==> src/rtl/frac_baud_pkg.sv <==
package frac_baud_pkg;
  localparam int OFS_BUF   = 'h00;
  localparam int OFS_IE    = 'h04;
  localparam int OFS_LINE  = 'h0C;
  localparam int OFS_FRAC  = 'h28;
  localparam int LSEL_BIT  = 7;
  localparam int FRAC_W    = 4;

  typedef struct packed {
    logic [FRAC_W-1:0] modulus;
    logic [FRAC_W-1:0] addend;
  } frac_cfg_t;

  function automatic logic [FRAC_W-1:0] eff_modulus(input logic [FRAC_W-1:0] m);
    return (m == '0) ? FRAC_W'(1) : m;
  endfunction
endpackage

==> src/rtl/frac_baud_regs.sv <==
module frac_baud_regs
  import frac_baud_pkg::*;
#(
  parameter int ADDR_W = 6,
  parameter int DIV_W  = 16
) (
  input  logic              clk_i,
  input  logic              rst_i,
  input  logic              wr_en_i,
  input  logic [ADDR_W-1:0] wr_addr_i,
  input  logic [7:0]        wr_data_i,
  input  logic [ADDR_W-1:0] rd_addr_i,
  input  logic [7:0]        rx_byte_i,
  output logic [7:0]        rd_data_o,
  output logic [DIV_W-1:0]  div_o,
  output frac_cfg_t         frac_o,
  output logic              restart_o,
  output logic              tx_stb_o,
  output logic [7:0]        tx_byte_o
);
  localparam int HI_W = DIV_W - 8;

  logic [7:0]      line_q;
  logic [7:0]      ie_q;
  logic [7:0]      dl_lo_q;
  logic [HI_W-1:0] dl_hi_q;
  frac_cfg_t       frac_q;
  logic            lsel;
  logic            we_buf, we_ie, we_line, we_frac;
  logic            we_lo, we_hi, we_dbuf, we_ien;

  assign lsel    = line_q[LSEL_BIT];
  assign we_buf  = wr_en_i && (wr_addr_i == ADDR_W'(OFS_BUF));
  assign we_ie   = wr_en_i && (wr_addr_i == ADDR_W'(OFS_IE));
  assign we_line = wr_en_i && (wr_addr_i == ADDR_W'(OFS_LINE));
  assign we_frac = wr_en_i && (wr_addr_i == ADDR_W'(OFS_FRAC));
  assign we_lo   = we_buf && lsel;
  assign we_hi   = we_ie && lsel;
  assign we_dbuf = we_buf && !lsel;
  assign we_ien  = we_ie && !lsel;

  always_ff @(posedge clk_i) begin
    if (rst_i) begin
      line_q    <= '0;
      ie_q      <= '0;
      dl_lo_q   <= 8'h01;
      dl_hi_q   <= '0;
      frac_q    <= '{modulus: FRAC_W'(1), addend: '0};
      restart_o <= 1'b1;
      tx_stb_o  <= 1'b0;
      tx_byte_o <= '0;
    end else begin
      if (we_line) line_q  <= wr_data_i;
      if (we_ien)  ie_q    <= wr_data_i;
      if (we_lo)   dl_lo_q <= wr_data_i;
      if (we_hi)   dl_hi_q <= wr_data_i[HI_W-1:0];
      if (we_frac) frac_q  <= frac_cfg_t'(wr_data_i);
      restart_o <= we_lo || we_hi || we_frac;
      tx_stb_o  <= we_dbuf;
      if (we_dbuf) tx_byte_o <= wr_data_i;
    end
  end

  always_ff @(posedge clk_i) begin
    if (rst_i) begin
      rd_data_o <= '0;
    end else begin
      if (rd_addr_i == ADDR_W'(OFS_BUF))
        rd_data_o <= lsel ? dl_lo_q : rx_byte_i;
      else if (rd_addr_i == ADDR_W'(OFS_IE))
        rd_data_o <= lsel ? 8'(dl_hi_q) : ie_q;
      else if (rd_addr_i == ADDR_W'(OFS_LINE))
        rd_data_o <= line_q;
      else if (rd_addr_i == ADDR_W'(OFS_FRAC))
        rd_data_o <= frac_q;
      else
        rd_data_o <= '0;
    end
  end

  assign div_o  = {dl_hi_q, dl_lo_q};
  assign frac_o = frac_q;

  AST_STB_LSEL_LOW: assert property (@(posedge clk_i) disable iff (rst_i)
    tx_stb_o |-> !$past(lsel));
  AST_DIV_HOLD: assert property (@(posedge clk_i) disable iff (rst_i)
    !$past(wr_en_i) |-> $stable(div_o));
endmodule

==> src/rtl/frac_baud_frac.sv <==
module frac_baud_frac
  import frac_baud_pkg::*;
(
  input  logic      clk_i,
  input  logic      rst_i,
  input  logic      restart_i,
  input  frac_cfg_t cfg_i,
  input  logic      step_i,
  output logic      stretch_o
);
  logic [FRAC_W-1:0] acc_q;
  logic [FRAC_W:0]   sum;
  logic [FRAC_W-1:0] mod_eff;
  logic              frac_on;

  assign mod_eff   = eff_modulus(cfg_i.modulus);
  assign frac_on   = (cfg_i.addend != '0) && (cfg_i.addend < mod_eff);
  assign sum       = {1'b0, acc_q} + {1'b0, cfg_i.addend};
  assign stretch_o = frac_on && (sum >= {1'b0, mod_eff});

  always_ff @(posedge clk_i) begin
    if (rst_i || restart_i) begin
      acc_q <= '0;
    end else if (step_i) begin
      if (stretch_o)    acc_q <= FRAC_W'(sum - {1'b0, mod_eff});
      else if (frac_on) acc_q <= FRAC_W'(sum);
      else              acc_q <= '0;
    end
  end

  AST_ACC_RANGE: assert property (@(posedge clk_i) disable iff (rst_i)
    (frac_on && !restart_i) |-> (acc_q < mod_eff));
endmodule

==> src/rtl/frac_baud_presc.sv <==
module frac_baud_presc #(
  parameter int DIV_W = 16
) (
  input  logic             clk_i,
  input  logic             rst_i,
  input  logic             restart_i,
  input  logic [DIV_W-1:0] div_i,
  input  logic             stretch_i,
  output logic             step_o,
  output logic             tick_nxt_o,
  output logic             tick_o
);
  logic [DIV_W-1:0] cnt_q;
  logic [DIV_W-1:0] div_eff;
  logic             ext_q;
  logic             at_zero;

  assign div_eff    = (div_i == '0) ? DIV_W'(1) : div_i;
  assign at_zero    = (cnt_q == '0);
  assign step_o     = at_zero && !ext_q && !restart_i;
  assign tick_nxt_o = at_zero && !restart_i && (ext_q || !stretch_i);

  always_ff @(posedge clk_i) begin
    if (rst_i || restart_i) begin
      cnt_q  <= div_eff - DIV_W'(1);
      ext_q  <= 1'b0;
      tick_o <= 1'b0;
    end else begin
      tick_o <= tick_nxt_o;
      if (at_zero) begin
        cnt_q <= div_eff - DIV_W'(1);
        ext_q <= ext_q ? 1'b0 : stretch_i;
      end else begin
        cnt_q <= cnt_q - DIV_W'(1);
      end
    end
  end

  AST_TICK_PULSE: assert property (@(posedge clk_i) disable iff (rst_i)
    (tick_o && div_eff != DIV_W'(1)) |=> !tick_o);
endmodule

==> src/rtl/frac_baud_bitdiv.sv <==
module frac_baud_bitdiv #(
  parameter int OSR = 16
) (
  input  logic clk_i,
  input  logic rst_i,
  input  logic restart_i,
  input  logic tick_nxt_i,
  output logic bit_o
);
  localparam int CW = $clog2(OSR);
  localparam logic [CW-1:0] LAST = CW'(OSR - 1);

  logic [CW-1:0] cnt_q;

  always_ff @(posedge clk_i) begin
    if (rst_i || restart_i) begin
      cnt_q <= '0;
      bit_o <= 1'b0;
    end else begin
      bit_o <= tick_nxt_i && (cnt_q == LAST);
      if (tick_nxt_i) cnt_q <= (cnt_q == LAST) ? '0 : cnt_q + CW'(1);
    end
  end
endmodule

==> src/rtl/frac_baud_gen.sv <==
module frac_baud_gen
  import frac_baud_pkg::*;
#(
  parameter int ADDR_W = 6,
  parameter int DIV_W  = 16,
  parameter int OSR    = 16
) (
  input  logic              clk_i,
  input  logic              rst_i,
  input  logic              wr_en_i,
  input  logic [ADDR_W-1:0] wr_addr_i,
  input  logic [7:0]        wr_data_i,
  input  logic [ADDR_W-1:0] rd_addr_i,
  input  logic [7:0]        rx_byte_i,
  output logic [7:0]        rd_data_o,
  output logic              tx_stb_o,
  output logic [7:0]        tx_byte_o,
  output logic              os_tick_o,
  output logic              bit_tick_o
);
  logic [DIV_W-1:0] div;
  frac_cfg_t        frac;
  logic             restart, step, stretch, tick_nxt;

  frac_baud_regs #(.ADDR_W(ADDR_W), .DIV_W(DIV_W)) regs_i (
    .clk_i, .rst_i, .wr_en_i, .wr_addr_i, .wr_data_i, .rd_addr_i, .rx_byte_i,
    .rd_data_o, .div_o(div), .frac_o(frac), .restart_o(restart),
    .tx_stb_o, .tx_byte_o
  );

  frac_baud_frac frac_i (
    .clk_i, .rst_i, .restart_i(restart), .cfg_i(frac),
    .step_i(step), .stretch_o(stretch)
  );

  frac_baud_presc #(.DIV_W(DIV_W)) presc_i (
    .clk_i, .rst_i, .restart_i(restart), .div_i(div), .stretch_i(stretch),
    .step_o(step), .tick_nxt_o(tick_nxt), .tick_o(os_tick_o)
  );

  frac_baud_bitdiv #(.OSR(OSR)) bitdiv_i (
    .clk_i, .rst_i, .restart_i(restart), .tick_nxt_i(tick_nxt),
    .bit_o(bit_tick_o)
  );

  AST_BIT_WITH_OS: assert property (@(posedge clk_i) disable iff (rst_i)
    bit_tick_o |-> os_tick_o);
  AST_RESTART_SILENT: assert property (@(posedge clk_i) disable iff (rst_i)
    restart |=> !os_tick_o);
endmodule

==> config.mk <==
export PLATFORM = sky130hd
export DESIGN_NAME = frac_baud_gen
export DESIGN_NICKNAME = d
export VERILOG_FILES = /design/src/rtl/frac_baud_pkg.sv /design/src/rtl/frac_baud_regs.sv /design/src/rtl/frac_baud_frac.sv /design/src/rtl/frac_baud_presc.sv /design/src/rtl/frac_baud_bitdiv.sv /design/src/rtl/frac_baud_gen.sv
export SDC_FILE = /design/constraint.sdc
export NUM_CORES = 1
export LEC_CHECK = 0
export ABC_CLOCK_PERIOD_IN_PS = 7600
export BUFFER_PORTS_ARGS = -buffer_cell sky130_fd_sc_hd__buf_2
export CELL_PAD_IN_SITES_DETAIL_PLACEMENT = 1
export CELL_PAD_IN_SITES_GLOBAL_PLACEMENT = 1
export CORE_ASPECT_RATIO = 1.4
export CORE_MARGIN = 1
export CORE_UTILIZATION = 35
export DETAILED_ROUTE_END_ITERATION = 16
export GPL_TIMING_DRIVEN = 1
export PLACE_DENSITY_LB_ADDON = 0.1
export SLEW_MARGIN = 20
export SYNTH_ARGS = -nofsm -noshare
export SYNTH_HDL_FRONTEND = slang
export SYNTH_SLANG_ARGS = --single-unit
==> constraint.sdc <==
create_clock -name clk_i -period 7.6 [get_ports clk_i]
set_input_delay 1.52 -clock clk_i [delete_from_list [all_inputs] [get_ports clk_i]]
set_output_delay 1.52 -clock clk_i [all_outputs]
set_load 0.01 [all_outputs]
==> metrics.md <==
| Metric | Value |
|---|---|
| Setup Skew | 0.00532 ns |
| First-pass GRT wire length | 20200 µm |
| Static Leakage | 0.00202 µW |
| Vias in the first global route | 3826 |
| Final nets | 567 |
| # IOs | 50 |
| Period utilization | 0.470 |
| Fmax | 0.280 GHz |
| Fill count | 1429 |
| Hold Path Class | reg2reg |
| Via count | 3643 |
| Post-Syn Instances | 473 |
| Post-detailed-route via-to-cell ratio | 5.42 |
| Pre-Repair DR Iteration Count | 4 |
| CTS Buf Count | 9 |
| Power per cell area | 272 nW/µm² |
| Fin util | 0.422 |
| Mapped Area | 4280 µm² |
| Power Total | 1360 µW |
| Max Slew Vio Count | 0 |
| VDD IR max | 0.000119 V |
| Unrepaired setup endpoints after global routing | no |
| Worst-Margin Slew | 0.957 ns |
| GRT overflow | 0 |
| Fin. Hold Viols | 0 |
| Avg Inst Size Synth | 9.06 µm² |
| H-tree depth | 3 |
| Tot GR Track Use | 0.209 |
| Clock latency on the worst-skew pair | 0.34 ns |
| Total Routed Length | 12200 µm |
| Rows | 47 |
| # port buffers | 49 |
| Critical path data arrival time | 3.84 ns |
| Post-CTS Setup Bufs | 0 |
| Req. time, crit path | 7.87 ns |
| Post-DP HPWL | 9090 µm |
| Synth unique cells | 52 |
| Post-synthesis register bit count | 85 |
| Synth Flop Type | dfxtp_1 |
| Final setup violation count | 0 |
| Slew headroom | 0.361 |
| Fin crit period | 3.57 ns |
| Post-synth EDFFs | 0 |
| Routed wire per std cell | 18.2 µm |
| Die width | 95.5 µm |
| Ant diodes | 0 |
| Clk sinks | 85 |
| DR DRC count | 0 |
| Post-Place Cells | 656 |
| CTS resizes | 0 |
| Register area share after synthesis | 0.397 |
| Ys Warns | 0 |
| Area after DPL | 4700 µm² |
| Post-route cell area | 5010 µm² |
| Final TNS setup | 0 ns |
| Crit Path Max Fanout | 8 |
| FFs w/ async S/R, synth | 0 |
| Reg clk slew, reported paths | 0.07 ns |
| Hold_buf cts | 0 |
| Non-filler cells, final | 672 |
| Die ar. | 12700 µm² |
| Fraction of layout cells with a size suffix above 1 | 0.175 |
| Initial antenna violation count | 0 |
| P&R area growth vs syn | 17.1% |
| Placeable Area | 11900 µm² |
| CP Class | reg2reg |
| Crit end category | flip-flop |
| Crit start category | flip-flop |
| Die Ht | 133 µm |
| Largest net degree at the start of global routing | 63 |
| Final Wtd Congestion | 0.768 |
| CTS tree | built |
| Clk root buf | clkbuf_16 |
| Post-route ant nets | 0 |
| Starting Density | 0.361 |
| Max cap viols | 0 |
| Maximum clock insertion buffer count | 2 |
| Syn_nets | 520 |
| Status | finished, final reports clean |
| Initial drt markers | 93 |
-- per-stage QoR --
step	hold WS, ns	worst slack, ns
final	0.466	4.03
after global routing	0.491	3.84
after CTS	0.472	4.03
after detailed placement	0.462	3.88
after global placement	0.448	3.99
after floorplan	0.433	3.95
-- worst paths after layout --
kind	start	endpoint	slack (ns)	depth (start not counted)
setup reg to reg	regs_i.frac_o[1]	bitdiv_i.cnt_q[0]	4.03	13
setup / recovery	regs_i.frac_o[1]	bitdiv_i.cnt_q[0]	4.03	13
hold / removal	regs_i.line_q[4]	regs_i.line_q[4]	0.47	2
hold reg to reg	regs_i.line_q[4]	regs_i.line_q[4]	0.47	2
-- per-layer routing --
metal / share of wire / vias up / routed length [µm] / GRT usage
li1: - / 1792 / - / -
met1: 0.43 / 1784 / 5290 / 0.248
met2: 0.51 / 51 / 6280 / 0.362
met3: 0.022 / 16 / 266 / 0.0305
met4: 0.032 / 0 / 397 / 0.0962
met5: 0 / - / 0 / 0
-- placed cells by master, fill, tap and decap left out, drive strengths merged, types with 10 or more instances in the layout --
master and instances:
o21ai 16, clkbuf 10, buf 57, nor3 17
dfxtp 85, inv 15, xnor2 20, a21oi 27
ha 14, or4 11, mux2i 52, nand3 13
nor4 11, nor2 50, nand2 40
-- cell usage after synthesis (2+ instances only) --
master,number,area [µm²]
nor3b_1,3,22.5
inv_1,14,52.6
fa_1,2,40.0
xnor2_1,20,175
a22o_1,4,35.0
clkbuf_1,19,71.3
o21ai_0,16,80.1
and2_1,2,12.5
mux2_2,9,101
nor3_1,17,85.1
xor2_1,7,61.3
a22oi_1,4,30.0
mux2i_1,52,521
or2_2,2,12.5
a21o_1,4,30.0
nor2_1,50,188
or3_1,3,18.8
nand3b_1,3,22.5
nand2_1,40,150
nand3_1,13,65.1
ha_1,14,175
a21oi_1,27,135
a211oi_1,3,22.5
dfxtp_1,85,1700
or4b_2,2,20.0
or4_4,2,22.5
or4_1,8,60.1
and4_1,2,17.5
o31ai_1,3,22.5
a2111oi_0,2,17.5
nor4_1,11,68.8
a32o_1,4,40.0
or4b_1,2,20.0
nor2b_1,4,25.0
a211o_1,3,26.3
-- worst max-delay path: stages, from the launching register on --
cell and delay [ns]:
dfxtp_1 0.53, ha_1 0.30, a21o_1 0.17, a21oi_1 0.18, xor2_1 0.20, inv_1 0.06, ha_1 0.32, and4_1 0.22
a2111oi_0 0.38, buf_4 0.22, a2111oi_1 0.09, buf_4 0.19, or4b_1 0.49, a21oi_1 0.14
-- report_power, final --
| part | switching, µW | internal, µW | total, µW | leakage (µW) |
|---|---|---|---|---|
| combinational | 202 | 164 | 367 | 0.00118 |
| clock | 186 | 288 | 474 | 0.000153 |
| sequential | 37.8 | 485 | 523 | 0.000687 |
| total | 426 | 937 | 1360 | 0.00202 |
-- state kept, by name, summed over array words and instances (netlist names) --
| signal | cells |
|---|---|
| bitdiv_i.bit_o | 1 |
| bitdiv_i.cnt_q | 4 |
| frac_i.acc_q | 4 |
| presc_i.cnt_q | 16 |
| presc_i.ext_q | 1 |
| presc_i.tick_o | 1 |
| regs_i.dl_hi_q | 8 |
| regs_i.dl_lo_q | 8 |
| regs_i.frac_o | 8 |
| regs_i.ie_q | 8 |
| regs_i.line_q | 8 |
| regs_i.rd_data_o | 8 |
| regs_i.restart_o | 1 |
| regs_i.tx_byte_o | 8 |
| regs_i.tx_stb_o | 1 |
-- final cells by class --
class / instances / area, µm² / area share
tap: 147 / 184 / 0.0367
clock buffer: 10 / 229 / 0.0457
sequential: 85 / 1700 / 0.339
inverter: 14 / 52.6 / 0.0105
clock inverter: 6 / 86.3 / 0.0172
timing repair buffer: 57 / 305 / 0.0609
multi-input combinational: 353 / 2460 / 0.490
-- kinds of logic (layout without fill, tap and decap cells) --
| family | after synthesis | in the layout | synth area share |
|---|---|---|---|
| AOI/OAI and AO/OA | 78 | 78 | 0.119 |
| and+or+nand+nor | 171 | 171 | 0.202 |
| DFF | 85 | 85 | 0.397 |
| adders and majority gates | 16 | 16 | 0.0502 |
| xor gates and xnor gates | 27 | 27 | 0.0552 |
| buffers and inverters | 35 | 87 | 0.0310 |
| muxes | 61 | 61 | 0.145 |
(Power assumes the default switching activity.)
